===== config.mk =====
export PLATFORM = sky130hd
export DESIGN_NAME = adc_serial_reader
export DESIGN_NICKNAME = d
export VERILOG_FILES = /design/src/rtl/adcr_pkg.sv /design/src/rtl/adcr_timer.sv /design/src/rtl/adcr_seq.sv /design/src/rtl/adcr_capture.sv /design/src/rtl/adc_serial_reader.sv
export SDC_FILE = /design/constraint.sdc
export NUM_CORES = 1
export LEC_CHECK = 0
export BUFFER_PORTS_ARGS = -buffer_cell sky130_fd_sc_hd__buf_2
export CAP_MARGIN = 10
export CORE_AREA = 2 2 108 110
export DETAILED_ROUTE_END_ITERATION = 12
export DIE_AREA = 0 0 110 112
export GPL_ROUTABILITY_DRIVEN = 0
export PLACE_DENSITY_LB_ADDON = 0.25
export SKIP_LAST_GASP = 1
export SYNTH_ARGS = -nofsm -noshare
export SYNTH_HDL_FRONTEND = slang
export SYNTH_SLANG_ARGS = --single-unit

===== constraint.sdc =====
create_clock -name clk -period 2.8 [get_ports clk]
set_clock_uncertainty 0.05 [all_clocks]
set_input_delay 0.14 -clock clk [delete_from_list [all_inputs] [get_ports clk]]
set_output_delay 0.14 -clock clk [all_outputs]
set_load 0.02 [all_outputs]

===== src/rtl/adcr_pkg.sv =====
package adcr_pkg;

  localparam int RES_BITS   = 12;
  localparam int FRAME_CLKS = 16;
  localparam int BURST_CLKS = 8;
  localparam int FCNT_W     = $clog2(FRAME_CLKS + 1);

  localparam logic [FCNT_W-1:0] RES_CNT   = FCNT_W'(RES_BITS);
  localparam logic [FCNT_W-1:0] FRAME_CNT = FCNT_W'(FRAME_CLKS);
  localparam logic [FCNT_W-1:0] BURST_CNT = FCNT_W'(BURST_CLKS);

  typedef enum logic [2:0] {
    PH_IDLE,
    PH_CONV,
    PH_WAIT,
    PH_LOW,
    PH_HIGH,
    PH_GAP,
    PH_DONE
  } phase_e;

  typedef enum logic {
    FRM_BYTES = 1'b0,
    FRM_WORD  = 1'b1
  } frame_e;

  // A sample belongs to the result only while fewer than RES_BITS have been taken.
  function automatic logic keep_sample(input logic [FCNT_W-1:0] taken);
    return taken < RES_CNT;
  endfunction

  // Byte framing pauses after the first burst completes.
  function automatic logic burst_break(input frame_e mode,
                                       input logic [FCNT_W-1:0] falls);
    return (mode == FRM_BYTES) && (falls == BURST_CNT);
  endfunction

  function automatic logic frame_end(input logic [FCNT_W-1:0] falls);
    return falls == FRAME_CNT;
  endfunction

endpackage


===== src/rtl/adcr_timer.sv =====
module adcr_timer #(
  parameter int W = 8
) (
  input  logic         clk,
  input  logic         rst_n,
  input  logic         restart,
  output logic [W-1:0] elapsed
);

  always_ff @(posedge clk) begin
    if (!rst_n) begin
      elapsed <= '0;
    end else if (restart) begin
      elapsed <= '0;
    end else if (elapsed != '1) begin
      elapsed <= elapsed + 1'b1;
    end
  end

endmodule


===== src/rtl/adcr_seq.sv =====
module adcr_seq
  import adcr_pkg::*;
#(
  parameter int DIV_W  = 8,
  parameter int CNV_W  = 8,
  parameter int WAIT_W = 8,
  parameter int GAP_W  = 8
) (
  input  logic              clk,
  input  logic              rst_n,
  input  logic              start,
  input  logic              frame_mode,
  input  logic [DIV_W-1:0]  half_div,
  input  logic [CNV_W-1:0]  cnv_len,
  input  logic [WAIT_W-1:0] wait_len,
  input  logic [GAP_W-1:0]  gap_len,
  output logic              take,
  output logic              rise,
  output logic              fall,
  output logic              finish,
  output logic [FCNT_W-1:0] falls,
  output logic              sclk_q,
  output logic              cnv_q,
  output logic              busy_q,
  output logic              valid_q
);

  localparam int MAX_A = (DIV_W > CNV_W) ? DIV_W : CNV_W;
  localparam int MAX_B = (WAIT_W > GAP_W) ? WAIT_W : GAP_W;
  localparam int TMR_W = (MAX_A > MAX_B) ? MAX_A : MAX_B;

  function automatic logic [TMR_W-1:0] at_least_one(input logic [TMR_W-1:0] v);
    return (v == '0) ? TMR_W'(1) : v;
  endfunction

  phase_e             phase, phase_nx;
  frame_e             c_mode;
  logic [TMR_W-1:0]   c_div, c_cnv, c_wait, c_gap;
  logic [TMR_W-1:0]   elapsed, limit;
  logic [FCNT_W-1:0]  falls_inc;
  logic               last, restart;

  assign falls_inc = falls + 1'b1;
  assign take      = (phase == PH_IDLE) && start;
  assign restart   = (phase_nx != phase);
  assign last      = (elapsed == limit - 1'b1);

  adcr_timer #(.W(TMR_W)) u_tmr (
    .clk     (clk),
    .rst_n   (rst_n),
    .restart (restart),
    .elapsed (elapsed)
  );

  always_comb begin
    case (phase)
      PH_CONV:         limit = c_cnv;
      PH_WAIT:         limit = c_wait;
      PH_GAP:          limit = c_gap;
      PH_LOW, PH_HIGH: limit = c_div;
      default:         limit = TMR_W'(1);
    endcase
  end

  always_comb begin
    phase_nx = phase;
    rise     = 1'b0;
    fall     = 1'b0;
    case (phase)
      PH_IDLE: if (start) phase_nx = PH_CONV;
      PH_CONV: if (last) phase_nx = (c_wait == '0) ? PH_LOW : PH_WAIT;
      PH_WAIT: if (last) phase_nx = PH_LOW;
      PH_LOW: begin
        if (last) begin
          phase_nx = PH_HIGH;
          rise     = 1'b1;
        end
      end
      PH_HIGH: begin
        if (last) begin
          fall = 1'b1;
          if (frame_end(falls_inc))
            phase_nx = PH_DONE;
          else if (burst_break(c_mode, falls_inc) && (c_gap != '0))
            phase_nx = PH_GAP;
          else
            phase_nx = PH_LOW;
        end
      end
      PH_GAP:  if (last) phase_nx = PH_LOW;
      PH_DONE: phase_nx = PH_IDLE;
      default: phase_nx = PH_IDLE;
    endcase
  end

  assign finish = (phase_nx == PH_DONE) && (phase != PH_DONE);

  always_ff @(posedge clk) begin
    if (!rst_n) begin
      phase   <= PH_IDLE;
      falls   <= '0;
      c_mode  <= FRM_BYTES;
      c_div   <= TMR_W'(1);
      c_cnv   <= TMR_W'(1);
      c_wait  <= '0;
      c_gap   <= '0;
      sclk_q  <= 1'b0;
      cnv_q   <= 1'b0;
      busy_q  <= 1'b0;
      valid_q <= 1'b0;
    end else begin
      phase   <= phase_nx;
      sclk_q  <= (phase_nx == PH_HIGH);
      cnv_q   <= (phase_nx == PH_CONV);
      busy_q  <= (phase_nx != PH_IDLE);
      valid_q <= (phase_nx == PH_DONE);
      if (take) begin
        falls  <= '0;
        c_mode <= frame_e'(frame_mode);
        c_div  <= at_least_one(TMR_W'(half_div));
        c_cnv  <= at_least_one(TMR_W'(cnv_len));
        c_wait <= TMR_W'(wait_len);
        c_gap  <= TMR_W'(gap_len);
      end else if (fall) begin
        falls <= falls_inc;
      end
    end
  end

endmodule


===== src/rtl/adcr_capture.sv =====
module adcr_capture
  import adcr_pkg::*;
(
  input  logic                clk,
  input  logic                rst_n,
  input  logic                clear,
  input  logic                sample,
  input  logic [FCNT_W-1:0]   taken,
  input  logic                sdo,
  input  logic                load,
  output logic [RES_BITS-1:0] result
);

  logic [RES_BITS-1:0] shreg;

  always_ff @(posedge clk) begin
    if (!rst_n) begin
      shreg  <= '0;
      result <= '0;
    end else begin
      if (clear)
        shreg <= '0;
      else if (sample && keep_sample(taken))
        shreg <= {shreg[RES_BITS-2:0], sdo};
      if (load)
        result <= shreg;
    end
  end

endmodule


===== src/rtl/adc_serial_reader.sv =====
module adc_serial_reader
  import adcr_pkg::*;
#(
  parameter int DIV_W  = 8,
  parameter int CNV_W  = 8,
  parameter int WAIT_W = 8,
  parameter int GAP_W  = 8
) (
  input  logic                clk,
  input  logic                rst_n,
  input  logic                start,
  input  logic                frame_mode,
  input  logic [DIV_W-1:0]    half_div,
  input  logic [CNV_W-1:0]    cnv_len,
  input  logic [WAIT_W-1:0]   wait_len,
  input  logic [GAP_W-1:0]    gap_len,
  input  logic                sdo,
  output logic                sclk,
  output logic                cnv,
  output logic                busy,
  output logic [RES_BITS-1:0] result,
  output logic                result_valid
);

  // Internal events, named for the checker.
  logic              ev_take;
  logic              ev_rise;
  logic              ev_fall;
  logic              ev_finish;
  logic [FCNT_W-1:0] fall_count;

  adcr_seq #(
    .DIV_W  (DIV_W),
    .CNV_W  (CNV_W),
    .WAIT_W (WAIT_W),
    .GAP_W  (GAP_W)
  ) u_seq (
    .clk        (clk),
    .rst_n      (rst_n),
    .start      (start),
    .frame_mode (frame_mode),
    .half_div   (half_div),
    .cnv_len    (cnv_len),
    .wait_len   (wait_len),
    .gap_len    (gap_len),
    .take       (ev_take),
    .rise       (ev_rise),
    .fall       (ev_fall),
    .finish     (ev_finish),
    .falls      (fall_count),
    .sclk_q     (sclk),
    .cnv_q      (cnv),
    .busy_q     (busy),
    .valid_q    (result_valid)
  );

  adcr_capture u_cap (
    .clk    (clk),
    .rst_n  (rst_n),
    .clear  (ev_take),
    .sample (ev_rise),
    .taken  (fall_count),
    .sdo    (sdo),
    .load   (ev_finish),
    .result (result)
  );

endmodule


; Word level (Yosys, flattened, before mapping)
; Cells that the tools add are included.
[op_classes]
addsub = 3
n_mul = 0
n_div = 0
n_lt_le_gt_ge = 1
n_eq_ne = 14
n_shift = 0
muxes = 15
bitwise_logic = 2
n_reduce_logical = 15
[op_table]
columns = op, n
row1 = $pmux W8 S4, 1
row2 = $logic_not A8 Y1, 3
row3 = $mux W3, 7
row4 = $mux W8, 2
row5 = $pmux W3 S5, 1
row6 = $eq A3 B3 Y1 const B, 4
row7 = $add A8 B1 Y8 const B, 1
row8 = $eq A8 B8 Y1, 1
row9 = $ne A8 B8 Y1 const B, 1
row10 = $reduce_bool A8 Y1, 1
row11 = $reduce_or A2 Y1, 4
row12 = $sub A8 B1 Y8 const B, 1
row13 = $eq A3 B1 Y1 const B, 2
row14 = $eq A3 B2 Y1 const B, 2
row15 = $add A5 B1 Y5 const B, 1
row16 = $eq A5 B4 Y1 const B, 1
row17 = $eq A5 B5 Y1 const B, 1
row18 = $logic_and A1 B1 Y1, 5
row19 = $lt A5 B4 Y1 const B, 1
row20 = $mux W1, 4
row21 = $logic_not A3 Y1, 1
row22 = $ne A3 B3 Y1, 1
row23 = $ne A3 B3 Y1 const B, 1
row24 = $reduce_bool A3 Y1, 1
row25 = $not A1 Y1, 2
[totals]
ff_bits = 77
latchBits = 0
ram_bits = 0
mem_bits_ro = 0
input_bits = 37
out_inout_bits = 16
n_memories = 0

; Logic depth before layout (Yosys ltp)
[depth]
ltp_word = 10
ltp_mapped = 15
mapped_depth_nobuf = 12

; Cells and area by module
; From an unflattened synthesis, not the netlist that was laid out.
[unflattened]
cells_unflattened = 455
hier_area_um2 = 3995.1
[modules_own_cells]
columns = mod, instances, cells_per_inst, area_each_um2
row1 = adcr_seq, 1, 327, 2665.1
row2 = adcr_capture, 1, 80, 909.6
row3 = adcr_timer, 1, 48, 420.4

; Worst setup path after synthesis
; Ideal clock, no wire load.
[synth_timing]
path_type = reg-to-reg
from = register u_seq.phase[2]
to = register u_cap.shreg[0]
t_arrival_ns = 2.913
path_slack_ns = -0.291
path_stages_with_launch = 15
n_path_buf = 2
period_less_slack_ns = 3.091
path_cell_list = dfxtp_1 buf_6 mux2_2 a22oi_1 o31ai_1 inv_1 ha_1 nor4b_1 nand3_1 o22a_1 a211oi_4 nand3_2 buf_2 mux2i_1 nor2_1
[synth_via]
elab_chain_len = 8
elab_cells_between_ends = 15
cone_classes = add/sub: 1 / eq/ne: 6 / mux: 3 / reduce/logical: 5
[synth_lines]
columns = item, line_no
row1 = "start, declared", adcr_seq.sv:36  ; phase_e phase, phase_nx;
row2 = "start signal, assigned", adcr_seq.sv:112  ; phase <= phase_nx;
row3 = $eq A3 B2 Y1 / $eq A3 B3 Y1 (equally long branches), "adcr_seq.sv:56, adcr_seq.sv:69"
row4 = $reduce_or A2 Y1, adcr_seq.sv:56  ; case (phase)
row5 = $pmux W8 S4, adcr_seq.sv:56
row6 = $sub A8 B1 Y8, adcr_seq.sv:46  ; assign last = (elapsed == limit - 1'b1);
row7 = $eq A8 B8 Y1, adcr_seq.sv:46
row8 = $mux W1, adcr_seq.sv:74  ; if (last) begin
row9 = $mux W1, adcr_seq.sv:69  ; case (phase)
row10 = $logic_and A1 B1 Y1, adcr_capture.sv:23  ; else if (sample && keep_sample(taken))
row11 = "end signal, assigned", adcr_capture.sv:24  ; shreg <= {shreg[RES_BITS-2:0], sdo};
row12 = "end, declared", adcr_capture.sv:14  ; logic [RES_BITS-1:0] shreg;
; Parallel ways exist; a longest one is shown, timed or not.
; A chain may end at the register's enable or synchronous reset.

; Worst setup path after layout
[layout_timing]
from = register u_seq.phase[2]
to = register u_cap.shreg[7]
; The elaborated chain is that of the path after synthesis.

==> results.sh <==
export IMPL_layout_common_cells="96 x nand2_1, 74 x dfxtp_1, 52 x buf_2"
export IMPL_synth_cell_types=62
export IMPL_critPathMaxFanout=7
export IMPL_vdd_drop_max_mv=0.360
export IMPL_drt_initial_drc_count=166
export IMPL_path_clk_slew_ns=0.06
export IMPL_num_rows=39
export IMPL_synth_enable_flop_cells=0
export IMPL_antennaDiodeCount=0
export IMPL_gr_usage_all_layers_pct=18.5
export IMPL_cts_sinks=77
export IMPL_rsz0062_at_grt="true"
export IMPL_ys_seq_elements=77
export IMPL_setup_viol=41
export IMPL_root_buffer="clkbuf_16"
export IMPL_regToRegStartpoint="u_seq.phase[2]$_SDFF_PN0_"
export IMPL_worstSetupPathType="reg2reg"
export IMPL_ys_flop_type="dfxtp_1"
export IMPL_multi_input_area_mm2=0.00243
export IMPL_vias_per_cell=5.07
export IMPL_layout_commonest_cell="nand2_1"
export IMPL_r2r_cells=16
export IMPL_dr_pass1_iters=4
export IMPL_synth_top_area_share_pct=40.6
export IMPL_netSwitchingFraction_pct=37.9
export IMPL_tns_ns=-6.39
export IMPL_cp_end_kind="flop"
export IMPL_cts_path_max_buffers=2
export IMPL_fmax_mhz=331
export IMPL_ys_seq_area_share_pct=40.6
export IMPL_grt_pass1_wl_um=17600
export IMPL_final_area_mm2=0.00543
export IMPL_max_cap_viol_count=0
export IMPL_post_route_period_util_pct=108
export IMPL_status="finished with violations"
export IMPL_syn2layout_area_growth_pct=43.3
export IMPL_postRouteAntennaNets=0
export IMPL_synth_warnings=0
export IMPL_synthesis_area_mm2=0.00379
export IMPL_p_total_mw=4.51
export IMPL_cts_tree="yes"
export IMPL_nFillCells=1034
export IMPL_hold_viol_final=0
export IMPL_wl_met1_um=4950
export IMPL_power_density_mw_per_mm2=830
export IMPL_holdPathStages=3
export IMPL_crit_arrival_ns=3.18
export IMPL_postSynthCellCount=457
export IMPL_postPlaceCellArea_mm2=0.00449
export IMPL_wl_met3_um=349
export IMPL_worst_endpoint_required_ns=2.96
export IMPL_top_layer_used="met4"
export IMPL_coreArea_mm2=0.0112
export IMPL_holdCritStartpoint="cnv_len[1]"
export IMPL_cp_startpoint="u_seq.phase[2]$_SDFF_PN0_"
export IMPL_grt_pass1_vias=3559
export IMPL_antenna_found_initial=0
export IMPL_numCtsBuffers=9
export IMPL_design_die_area_mm2=0.0123
export IMPL_drive_above_1_share_pct=31.9
export IMPL_synth_top_cell_by_area="dfxtp_1"
export IMPL_fin_nets=610
export IMPL_insertion_delay_ns=0.34
export IMPL_pwr_share_comb_pct=45.0
export IMPL_dr_total_vias=3637
export IMPL_hpwl_um=7570
export IMPL_drt_wl_total_um=11000
export IMPL_start_util_pct=33.9
export IMPL_layout_setup_ws_ns=-0.225
export IMPL_wl_per_cell_um=15.4
export IMPL_die_y_um=112
export IMPL_clock_power_share_pct=24.5
export IMPL_period_needed_ns=3.03
export IMPL_synthTopCellsByArea="dfxtp_1 41%, nand2_1 9.5%, mux2i_1 8.7%, a21oi_1 5.9%, nor2_1 3.6%"
export IMPL_start_kind="flop"
export IMPL_net_switching_power_mw=1.71
export IMPL_syn_num_nets=498
export IMPL_slew_violations=0
export IMPL_grt_max_degree=35
export IMPL_die_width_um=110
export IMPL_violations="setup timing"
export IMPL_grt_overflow=0
export IMPL_internal_power_mw=2.80
export IMPL_slew_headroom_pct=57.4
export IMPL_cellLeakagePower_nw=2.23
export IMPL_num_io_pins=53
export IMPL_power_frac_seq_pct=30.5
export IMPL_wl_met2_um=5440
export IMPL_port_buffers=52
export IMPL_drc=0
export IMPL_syn_avg_cell_area_um2=8.30
export IMPL_worstMarginPinSlew_ns=0.638
export IMPL_synthArstFlopShare_pct=0
export IMPL_seq_area_mm2=0.00155
export IMPL_cts_htree_levels=3
export IMPL_hp_class="in2reg"
[metal layers]
metal,vias up,track usage [%]
met5,-,0
met4,0,6.84
met3,25,3.16
met2,78,31.0
met1,1709,23.4
li1,1825,-
[flip-flops by register name (all words and copies together), names as in the netlist, 3 cells and up]
signal / cells
u_cap.result: 12
u_cap.shreg: 12
u_seq.c_cnv: 8
u_seq.c_div: 8
u_seq.c_gap: 8
u_seq.c_wait: 8
u_seq.u_tmr.elapsed: 8
u_seq.falls: 5
u_seq.phase: 3
[metrics by stage]
stage	util, %	std cells	hold WS [ns]	setup WS (ns)
floorplan	-	457	0.226	-0.0762
global placement	40.2	670	0.328	-0.127
detailed placement	40.2	670	0.337	-0.236
CTS	47.0	715	0.000328	-0.114
global route	48.6	717	0.0117	-0.363
finish	48.6	717	0.00686	-0.225
[power by group through the flow]
stage          Sequential (mW)  Clock (mW)  Combinational (mW)
5_1_grt                   1.39        1.17                2.18
4_1_cts                   1.36        1.13                1.74
6_report                  1.37        1.11                2.03
2_1_floorplan             1.34           0               0.980
3_3_place_gp              1.37           0                1.47
3_5_place_dp              1.37           0                1.48
[cell usage after synthesis (all sizes together) (3+ instances only)]
| cell | count |
|---|---|
| nand2 | 98 |
| dfxtp | 77 |
| a21oi | 46 |
| nor2 | 37 |
| mux2i | 33 |
| clkbuf | 19 |
| nand3 | 16 |
| o21ai | 14 |
| nor3 | 9 |
| buf | 8 |
| nor4 | 8 |
| o2bb2ai | 6 |
| xnor2 | 6 |
| xor2 | 6 |
| inv | 5 |
| nor3b | 5 |
| ha | 4 |
| nand4 | 4 |
| a211o | 3 |
| a21boi | 3 |
| and2 | 3 |
| and3 | 3 |
| nor2b | 3 |
| o21a | 3 |
| or3 | 3 |
[worst paths after layout]
check	endpoint	slack, ns
hold / removal	u_seq.c_cnv[1]$_SDFFE_PN0P_	0.007
setup / recovery	u_cap.shreg[7]$_SDFFE_PP0P_	-0.23
hold reg to reg	u_seq.c_cnv[7]$_SDFFE_PN0P_	0.41
setup reg to reg	u_cap.shreg[7]$_SDFFE_PP0P_	-0.23
[cell families after synthesis]
family,share of synthesized area [%]
flops,40.6
simple gates,25.5
fa+ha+maj,1.32
xor+xnor,3.37
compound gates,15.9
buf+inv,3.89
mux,9.40
[critical path: stages, from the launching register on]
cell and delay [ns]:
dfxtp_4 0.38, buf_8 0.15, xnor2_4 0.17, nor2_2 0.06
o31ai_2 0.30, inv_2 0.11, ha_4 0.19, xnor2_2 0.13
xnor2_1 0.20, nand3_2 0.15, a211oi_4 0.25, buf_6 0.16
buf_6 0.11, nand3_4 0.08, clkbuf_16 0.18, mux2i_1 0.16
nor2_1 0.05
[final cells by class]
class / count / area share [%]
Inverter: 5 / 0.345
Timing Repair Buffer: 128 / 17.9
Multi-Input combinational cell: 348 / 44.7
Sequential cell: 77 / 28.5
Tap cell: 143 / 3.29
Clock inverter: 7 / 1.08
Clock buffer: 9 / 4.15
[timing repair]
action                                  4_1_cts  5_1_grt
setup buffers                                 8        3
gates cloned                                  1        1
hold endpoints to repair                     20        0
gates resized for setup                      36       34
hold buffers                                 20        0
pin swaps                                    16       15
endpoints found under the setup margin       43       44
Power figures use the tool's default switching activity.
